--- config.mk ---
export PLATFORM = sky130hd
export DESIGN_NAME = tmr_channel
export DESIGN_NICKNAME = d
export VERILOG_FILES = /design/src/rtl/tmr_pkg.sv /design/src/rtl/tmr_counter.sv /design/src/rtl/tmr_ctrl.sv /design/src/rtl/tmr_channel.sv
export SDC_FILE = /design/constraint.sdc
export NUM_CORES = 1
export LEC_CHECK = 0
export BUFFER_PORTS_ARGS = -buffer_cell sky130_fd_sc_hd__buf_2
export CAP_MARGIN = 20
export CORE_ASPECT_RATIO = 0.5
export CORE_MARGIN = 2
export CORE_UTILIZATION = 57
export CTS_CLUSTER_DIAMETER = 80
export DETAILED_ROUTE_END_ITERATION = 16
export PLACE_DENSITY_LB_ADDON = 0.3
export RECOVER_POWER = 100
export SLEW_MARGIN = 20
export SYNTH_ARGS = -nofsm -noshare
export SYNTH_HDL_FRONTEND = slang
export SYNTH_SLANG_ARGS = --single-unit
--- constraint.sdc ---
create_clock -name clk -period 8.8 [get_ports clk]
set_clock_uncertainty 0.15 [all_clocks]
set_input_delay 1.76 -clock clk [delete_from_list [all_inputs] [get_ports clk]]
set_output_delay 1.76 -clock clk [all_outputs]
set_load 0.005 [all_outputs]
--- src/rtl/tmr_pkg.sv ---
package tmr_pkg;
  typedef enum logic [3:0] {
    ST_IDLE   = 4'd1,
    ST_ACTIVE = 4'd2
  } tmr_state_e;

  localparam int STAT_W      = 8;
  localparam int BIT_EN      = 4;
  localparam int BIT_MODE    = 5;
  localparam int BIT_IE      = 6;
  localparam int BIT_PEND    = 7;
  localparam int ACK_BIT     = 7;
endpackage

--- src/rtl/tmr_counter.sv ---
module tmr_counter #(
  parameter int CNT_W = 32
) (
  input  logic             clk,
  input  logic             rst_n,
  input  logic             step,
  input  logic             clr,
  input  logic [CNT_W-1:0] tc,
  output logic [CNT_W-1:0] cnt,
  output logic             hit
);
  logic [CNT_W-1:0] cnt_q, cnt_d, cnt_inc;
  logic             cnt_ce;

  always_comb begin
    cnt_inc = cnt_q + {{(CNT_W-1){1'b0}}, 1'b1};
    hit     = step && (cnt_inc == tc);
    cnt_ce  = clr || step;
    if (clr)      cnt_d = '0;
    else if (hit) cnt_d = '0;
    else          cnt_d = cnt_inc;
  end

  always_ff @(posedge clk or negedge rst_n) begin
    if (!rst_n)      cnt_q <= '0;
    else if (cnt_ce) cnt_q <= cnt_d;
  end

  assign cnt = cnt_q;
endmodule

--- src/rtl/tmr_ctrl.sv ---
module tmr_ctrl
  import tmr_pkg::*;
#(
  parameter int CNT_W = 32
) (
  input  logic             clk,
  input  logic             rst_n,
  input  logic             tick_en,
  input  logic             cmd_reset,
  input  logic             cmd_start,
  input  logic             cmd_stop,
  input  logic             wr_mode,
  input  logic             wr_tc,
  input  logic             wr_ie,
  input  logic             wr_ack,
  input  logic [CNT_W-1:0] wr_data,
  input  logic             hit,
  output tmr_state_e       state,
  output logic             en,
  output logic             mode,
  output logic             ie,
  output logic             pend,
  output logic [CNT_W-1:0] tc,
  output logic             step
);
  tmr_state_e       state_q, state_d;
  logic             en_q, en_d, mode_q, mode_d, ie_q, ie_d, pend_q, pend_d;
  logic [CNT_W-1:0] tc_q, tc_d;

  always_comb begin
    state_d = state_q;
    en_d    = en_q;
    mode_d  = mode_q;
    ie_d    = ie_q;
    tc_d    = tc_q;
    if (wr_mode) mode_d = wr_data[0];
    if (wr_ie)   ie_d   = wr_data[0];
    if (wr_tc)   tc_d   = wr_data;
    if (cmd_reset) begin
      state_d = ST_IDLE;
      en_d    = 1'b0;
    end else if (cmd_stop) begin
      state_d = ST_IDLE;
      en_d    = 1'b0;
    end else if (cmd_start) begin
      state_d = ST_ACTIVE;
      en_d    = 1'b1;
    end else if (hit && mode_q) begin
      state_d = ST_IDLE;
    end
    if (cmd_reset)                         pend_d = 1'b0;
    else if (hit)                          pend_d = 1'b1;
    else if (wr_ack && wr_data[ACK_BIT])   pend_d = 1'b0;
    else                                   pend_d = pend_q;
  end

  always_ff @(posedge clk or negedge rst_n) begin
    if (!rst_n) begin
      state_q <= ST_IDLE;
      en_q    <= 1'b0;
      mode_q  <= 1'b0;
      ie_q    <= 1'b0;
      pend_q  <= 1'b0;
      tc_q    <= '1;
    end else begin
      state_q <= state_d;
      en_q    <= en_d;
      pend_q  <= pend_d;
      if (wr_mode) mode_q <= mode_d;
      if (wr_ie)   ie_q   <= ie_d;
      if (wr_tc)   tc_q   <= tc_d;
    end
  end

  assign step  = (state_q == ST_ACTIVE) && tick_en && !cmd_reset && !cmd_stop;
  assign state = state_q;
  assign en    = en_q;
  assign mode  = mode_q;
  assign ie    = ie_q;
  assign pend  = pend_q;
  assign tc    = tc_q;

  // acknowledge with bit 7 and no competing event clears pending
  assert_ack_clears_R9: assert property (@(posedge clk) disable iff (!rst_n)
    (wr_ack && wr_data[ACK_BIT] && !hit && !cmd_reset) |=> !pend_q);
  // one-shot event without a start strobe leaves the channel idle
  assert_oneshot_idle_R6: assert property (@(posedge clk) disable iff (!rst_n)
    (hit && mode_q && !cmd_start) |=> (state_q == ST_IDLE));
endmodule

--- src/rtl/tmr_channel.sv ---
module tmr_channel
  import tmr_pkg::*;
#(
  parameter int CNT_W = 32
) (
  input  logic               clk,
  input  logic               rst_n,
  input  logic               tick_en,
  input  logic               cmd_reset,
  input  logic               cmd_start,
  input  logic               cmd_stop,
  input  logic               wr_mode,
  input  logic               wr_tc,
  input  logic               wr_ie,
  input  logic               wr_ack,
  input  logic [CNT_W-1:0]   wr_data,
  output logic [CNT_W-1:0]   count_o,
  output logic [CNT_W-1:0]   tc_o,
  output logic [STAT_W-1:0]  status_o,
  output logic               irq_o
);
  tmr_state_e       state;
  logic             en, mode, ie, pend, step, hit;
  logic [CNT_W-1:0] tc, cnt;

  tmr_ctrl #(.CNT_W(CNT_W)) u_ctrl (
    .clk(clk), .rst_n(rst_n), .tick_en(tick_en),
    .cmd_reset(cmd_reset), .cmd_start(cmd_start), .cmd_stop(cmd_stop),
    .wr_mode(wr_mode), .wr_tc(wr_tc), .wr_ie(wr_ie), .wr_ack(wr_ack),
    .wr_data(wr_data), .hit(hit),
    .state(state), .en(en), .mode(mode), .ie(ie), .pend(pend),
    .tc(tc), .step(step)
  );

  tmr_counter #(.CNT_W(CNT_W)) u_cnt (
    .clk(clk), .rst_n(rst_n), .step(step), .clr(cmd_reset),
    .tc(tc), .cnt(cnt), .hit(hit)
  );

  always_comb begin
    status_o           = '0;
    status_o[3:0]      = state;
    status_o[BIT_EN]   = en;
    status_o[BIT_MODE] = mode;
    status_o[BIT_IE]   = ie;
    status_o[BIT_PEND] = pend;
  end

  assign count_o = cnt;
  assign tc_o    = tc;
  assign irq_o   = pend & ie;

  // state field only ever carries one of the two codes
  assert_state_code_R2: assert property (@(posedge clk) disable iff (!rst_n)
    (status_o[3:0] == 4'd1) || (status_o[3:0] == 4'd2));
  // idle channel holds its count unless a reset strobe clears it
  assert_idle_hold_R4: assert property (@(posedge clk) disable iff (!rst_n)
    ((status_o[3:0] == 4'd1) && !cmd_reset) |=> $stable(count_o));
  // no tick, no movement
  assert_no_tick_hold_R3: assert property (@(posedge clk) disable iff (!rst_n)
    (!tick_en && !cmd_reset) |=> $stable(count_o));
  // reset strobe clears count and pending and forces idle
  assert_reset_cmd_R8: assert property (@(posedge clk) disable iff (!rst_n)
    cmd_reset |=> ((count_o == '0) && !status_o[BIT_PEND] && (status_o[3:0] == 4'd1)));
endmodule

* Yosys cells after proc, flatten, opt, wreduce, memory -nomap -nowiden *
Cells that the tools add are included.

operators by class
  $add $sub $neg = 1
  equal/unequal tests = 2
  multiplexer cells = 12
  bitwise logic cells = 1
  reductions and logical operators = 12

operator list
  operator               number
  $mux 32                2
  $add 32x1->32 const B  1
  $eq 32x32->1           1
  $mux 4                 4
  $logic_and 1x1->1      6
  $mux 1                 6
  $reduce_bool 3->1      2
  $eq 4x2->1 const B     1
  $reduce_bool 4->1      1
  $logic_not 1->1        2
  $and 1x1->1            1
  $logic_or 1x1->1       1

word-level totals
  flip-flop bits (word level) = 72
  input port bits = 42

* Depth between registers and ports, before layout *
  word-level depth = 10
  gate-level depth with buffers = 11
  mapped depth without buffers = 9

* Cells and area by module *
A second synthesis with hierarchy kept.

second synthesis, totals
  cells, all modules = 433
  area total of the unflattened synthesis = 4433.0 µm²

modules (own cells, without submodules)
  module       instances  cells an instance  area an instance (µm²)  seq. area each (µm²)
  tmr_counter  1          339                2756.4                  800.8
  tmr_ctrl     1          89                 1640.3                  992.2
  tmr_channel  1          5                  36.3                    0.0

* Worst setup path after synthesis *
No wires, ideal clock.

  path type = in2reg
  start = input cmd_stop
  end = register u_cnt.cnt_q[20] (netlist: u_cnt.cnt[20])
  setup time = 119 ps
  arrival time = 3772 ps
  data required time = 8531 ps
  path slack = 4759 ps
  stages on the path = 9
  path buffers = 1
  cells stage by stage = nor4b_1 > o211a_1 > o2111ai_1 > a2111oi_0 > nand4_1 > or4_4 > nand2_4 > buf_6 > nor2_1

on the way
  longest elaborated chain between the ends = 5

ends and longest elaborated chain
  element               RTL line           source
  from (decl)           tmr_channel.sv:11  input logic cmd_stop,
  $logic_not 1->1 *     tmr_ctrl.sv:75     assign step = (state_q == ST_ACTIVE) && tick_en && !cmd_reset && !cmd_stop;
  $logic_and 1x1->1 *   tmr_ctrl.sv:75
  $logic_and 1x1->1     tmr_counter.sv:17  hit = step && (cnt_inc == tc);
  $mux 32               tmr_counter.sv:20  else if (hit) cnt_d = '0;
  $mux 32               tmr_counter.sv:19  if (clr) cnt_d = '0;
  to (signal assigned)  tmr_counter.sv:26  else if (cnt_ce) cnt_q <= cnt_d;
  to (decl)             tmr_counter.sv:12  logic [CNT_W-1:0] cnt_q, cnt_d, cnt_inc;

Every way passes the cells marked *; elsewhere a longest branch is shown, timed or not.
A chain may end at the register's enable or synchronous reset.

==> flow_metrics.py <==
metrics = {
    "outcome": {
        "status": "finished with violations",
        "violations": "capacitance limit, slew limit",
    },
    "synthesis": {
        "synth_cell_type_count": 58,
        "async_reset_ff_share_pct": 100.0,
        "syn_inst": 428,
        "synth_seq_area_share_pct": 42.38,
        "yosysWarnings": 0,
        "mappedNetlistArea_um2": 4230,
        "yosysTopAreaCell": "dfrtp_1",
        "synth_seq_cells": 70,
        "synth-edff-count": 0,
        "synthFlopType": "dfrtp_1",
        "synth.top_cell.area_share_pct": 21.89,
        "synthTopCellsByArea": "dfrtp_1 (22%), dfstp_2 (20%), mux2_2 (8.8%), xnor2_1 (6.8%), xor2_1 (6.2%)",
        "syn_avg_cell_area_um2": 9.884,
    },
    "timing": {
        "finalCritPeriodShare_pct": 57.37,
        "hold_viol": 0,
        "setup_viol": 0,
        "fin_hold_ws_ns": 0.3663,
        "period_needed_ns": 5.048,
        "rsz0062_at_grt": "false",
        "tightest_slew_ns": 3.714,
        "slew-limit-headroom_pct": -147.6,
        "drv_slew": 116,
        "fin_tns_setup_ns": 0,
        "fmax_mhz": 198.1,
    },
    "global_routing": {
        "overflow": 0,
        "track_usage_pct": 27.05,
        "grt_pass1_wl_um": 16970,
        "grt_pass1_vias": 3353,
        "grt_max_degree": 71,
        "antenna_found_initial": 0,
    },
    "route": {
        "first_pass_iters": 5,
        "via_count": 3600,
        "ant_nets": 0,
        "drt_iter0_drc": 285,
        "drcViolationCount": 0,
        "wl_per_cell_um": 16.95,
        "routed_via_density": 5.788,
        "wl_um": 10540,
    },
    "setup_path": {
        "crit_type": "input pin to async pin",
        "critPathBufInv": 2,
        "critPathSlowestCell": "clkbuf_1",
        "crit_arrival_ns": 4.49,
        "critPathMaxFanout": 70,
        "slowest_delay_ns": 2.59,
        "cp_top_family": "buffers and inverters",
        "startpoint_type": "input pin",
        "crit_required_ns": 8.24,
        "reg2reg_slack_ns": 4.07,
        "cp_cell_sequence": "buf_2 -> clkbuf_1",
        "endpoint_kind": "async pin",
    },
    "clock_network": {
        "max-clock-path-buffers": 2,
        "cts_resized": 0,
        "htreeDepth": 3,
        "postCtsHoldBufs": 0,
        "cts_buffers": 9,
        "cts-root-buf": "clkbuf_16",
        "clkSinkCount": 70,
        "cts_tree": "done",
        "clk_pin_slew_worst_paths_ns": 0.05,
        "cts_setup_buffers": 0,
        "clk_latency_ns": 0.34,
    },
    "pwr": {
        "leakage_nw": 2.141,
        "vdd_drop_max_mv": 0.1306,
        "finalPower_w": 0.0008186,
        "p_per_area_nw_per_um2": 163.7,
    },
    "die": {
        "initial_core_util_pct": 58.21,
        "ios": 115,
        "core_um2": 7267,
        "dieArea_um2": 8168,
        "die_h_um": 64.92,
        "rows": 22,
        "die_x_um": 125.8,
    },
    "placement": {
        "gp_congestion": 0.9089,
        "post_dp_cell_area_um2": 4753,
        "dpl.hpwl_um": 7618,
        "portBuffers": 112,
    },
    "final_layout": {
        "nFillCells": 603,
        "fin_area_um2": 5001,
        "num_antenna_cells": 0,
        "synthToLayoutAreaGrowth_pct": 18.22,
        "seq_area_um2": 1793,
        "multi_input_area_um2": 2227,
        "nNetsFinal": 564,
        "drive_gt1_share_pct": 28.52,
    },
    "worst_hold_path": {
        "hp-class": "flip-flop to flip-flop",
    },
    "run": {
        "max_cap_viol_count": 3,
    },
}
[final cells by class]
| class | instances | area share (%) |
|---|---|---|
| inverter | 5 | 0.3753 |
| sequential | 70 | 35.85 |
| clock buffer | 13 | 5.204 |
| tap | 96 | 2.402 |
| multi-input combinational | 322 | 44.53 |
| clock inverter | 3 | 0.8506 |
| timing repair buffer | 113 | 10.78 |
[synth_stat cells (7+ instances only)]
| cell type | n |
|---|---|
| and3_1 | 9 |
| clkbuf_1 | 15 |
| dfrtp_1 | 37 |
| dfstp_2 | 33 |
| mux2_2 | 33 |
| nand2_1 | 27 |
| nand3_1 | 20 |
| nand4_1 | 18 |
| nor2_1 | 45 |
| nor3_1 | 12 |
| nor4_1 | 7 |
| o21ai_0 | 8 |
| or3_1 | 7 |
| xnor2_1 | 33 |
| xor2_1 | 30 |
[cell usage in the layout (no fill, tap or decap), types with 3 or more instances in the layout]
cell type	n
nor3_1	12
and3_1	9
a21oi_1	5
clkbuf_1	23
or3_1	7
clkbuf_16	9
nand4_1	18
dfstp_1	32
nor2_1	45
o31ai_1	5
dfrtp_1	37
or4_1	5
and2_1	3
nand3_1	20
nand2_1	28
or2_2	3
xor2_1	30
o21ai_0	8
mux2_2	33
nor4_1	8
xnor2_1	33
a31oi_1	4
buf_2	92
inv_1	5
[power by group]
part | internal [W] | switching, W
Combinational | 0.0000479 | 0.0000442
Clock | 0.000234 | 0.000133
Sequential | 0.000345 | 0.0000145
[kinds of logic (layout without fill, tap and decap cells)]
logic type                 Yosys count  after routing  share of synthesized area [%]
muxes                               35             35                          9.258
other                                1              2                        0.08865
buffers and inverters               37            134                          4.436
xor gates and xnor gates            63             63                          13.04
adders and majority gates            1              1                         0.2957
AOI/OAI and AO/OA                   48             48                          8.311
and+or+nand+nor                    173            173                          22.18
DFF                                 70             70                          42.38
[per-stage QoR]
step,std cells,setup slack (ns),utilization (%)
after CTS,622,4.574,69.58
after global routing,622,3.072,68.82
after global placement,606,4.398,65.41
after detailed placement,606,4.247,65.41
after floorplan,429,4.759,-
final,622,3.752,68.82
[worst paths after layout]
check                             start       endpoint  cells after the start
setup / recovery                  rst_n  u_cnt.cnt[19]                      2
hold / removal              u_ctrl.mode    u_ctrl.mode                      1
setup reg to reg           u_cnt.cnt[0]  u_cnt.cnt[28]                      9
hold reg to reg             u_ctrl.mode    u_ctrl.mode                      1
max in group clk               cmd_stop  u_cnt.cnt[28]                      9
min in group asynchronous         rst_n    u_ctrl.pend                      2
[flip-flops by register name, summed over array words and instances, names as in the netlist]
register      count
u_cnt.cnt        32
u_ctrl.tc        32
u_ctrl.state      2
u_ctrl.en         1
u_ctrl.ie         1
u_ctrl.mode       1
u_ctrl.pend       1
[layer usage]
| metal | up-vias | GRT usage [%] | routed length [um] |
|---|---|---|---|
| met5 | - | 0 | 0 |
| li1 | 1715 | - | - |
| met4 | 0 | 7.967 | 141 |
| met1 | 1702 | 37.69 | 4900 |
| met3 | 16 | 9.414 | 1024 |
| met2 | 167 | 40.14 | 4474 |
Power figures use the tool's default switching activity.
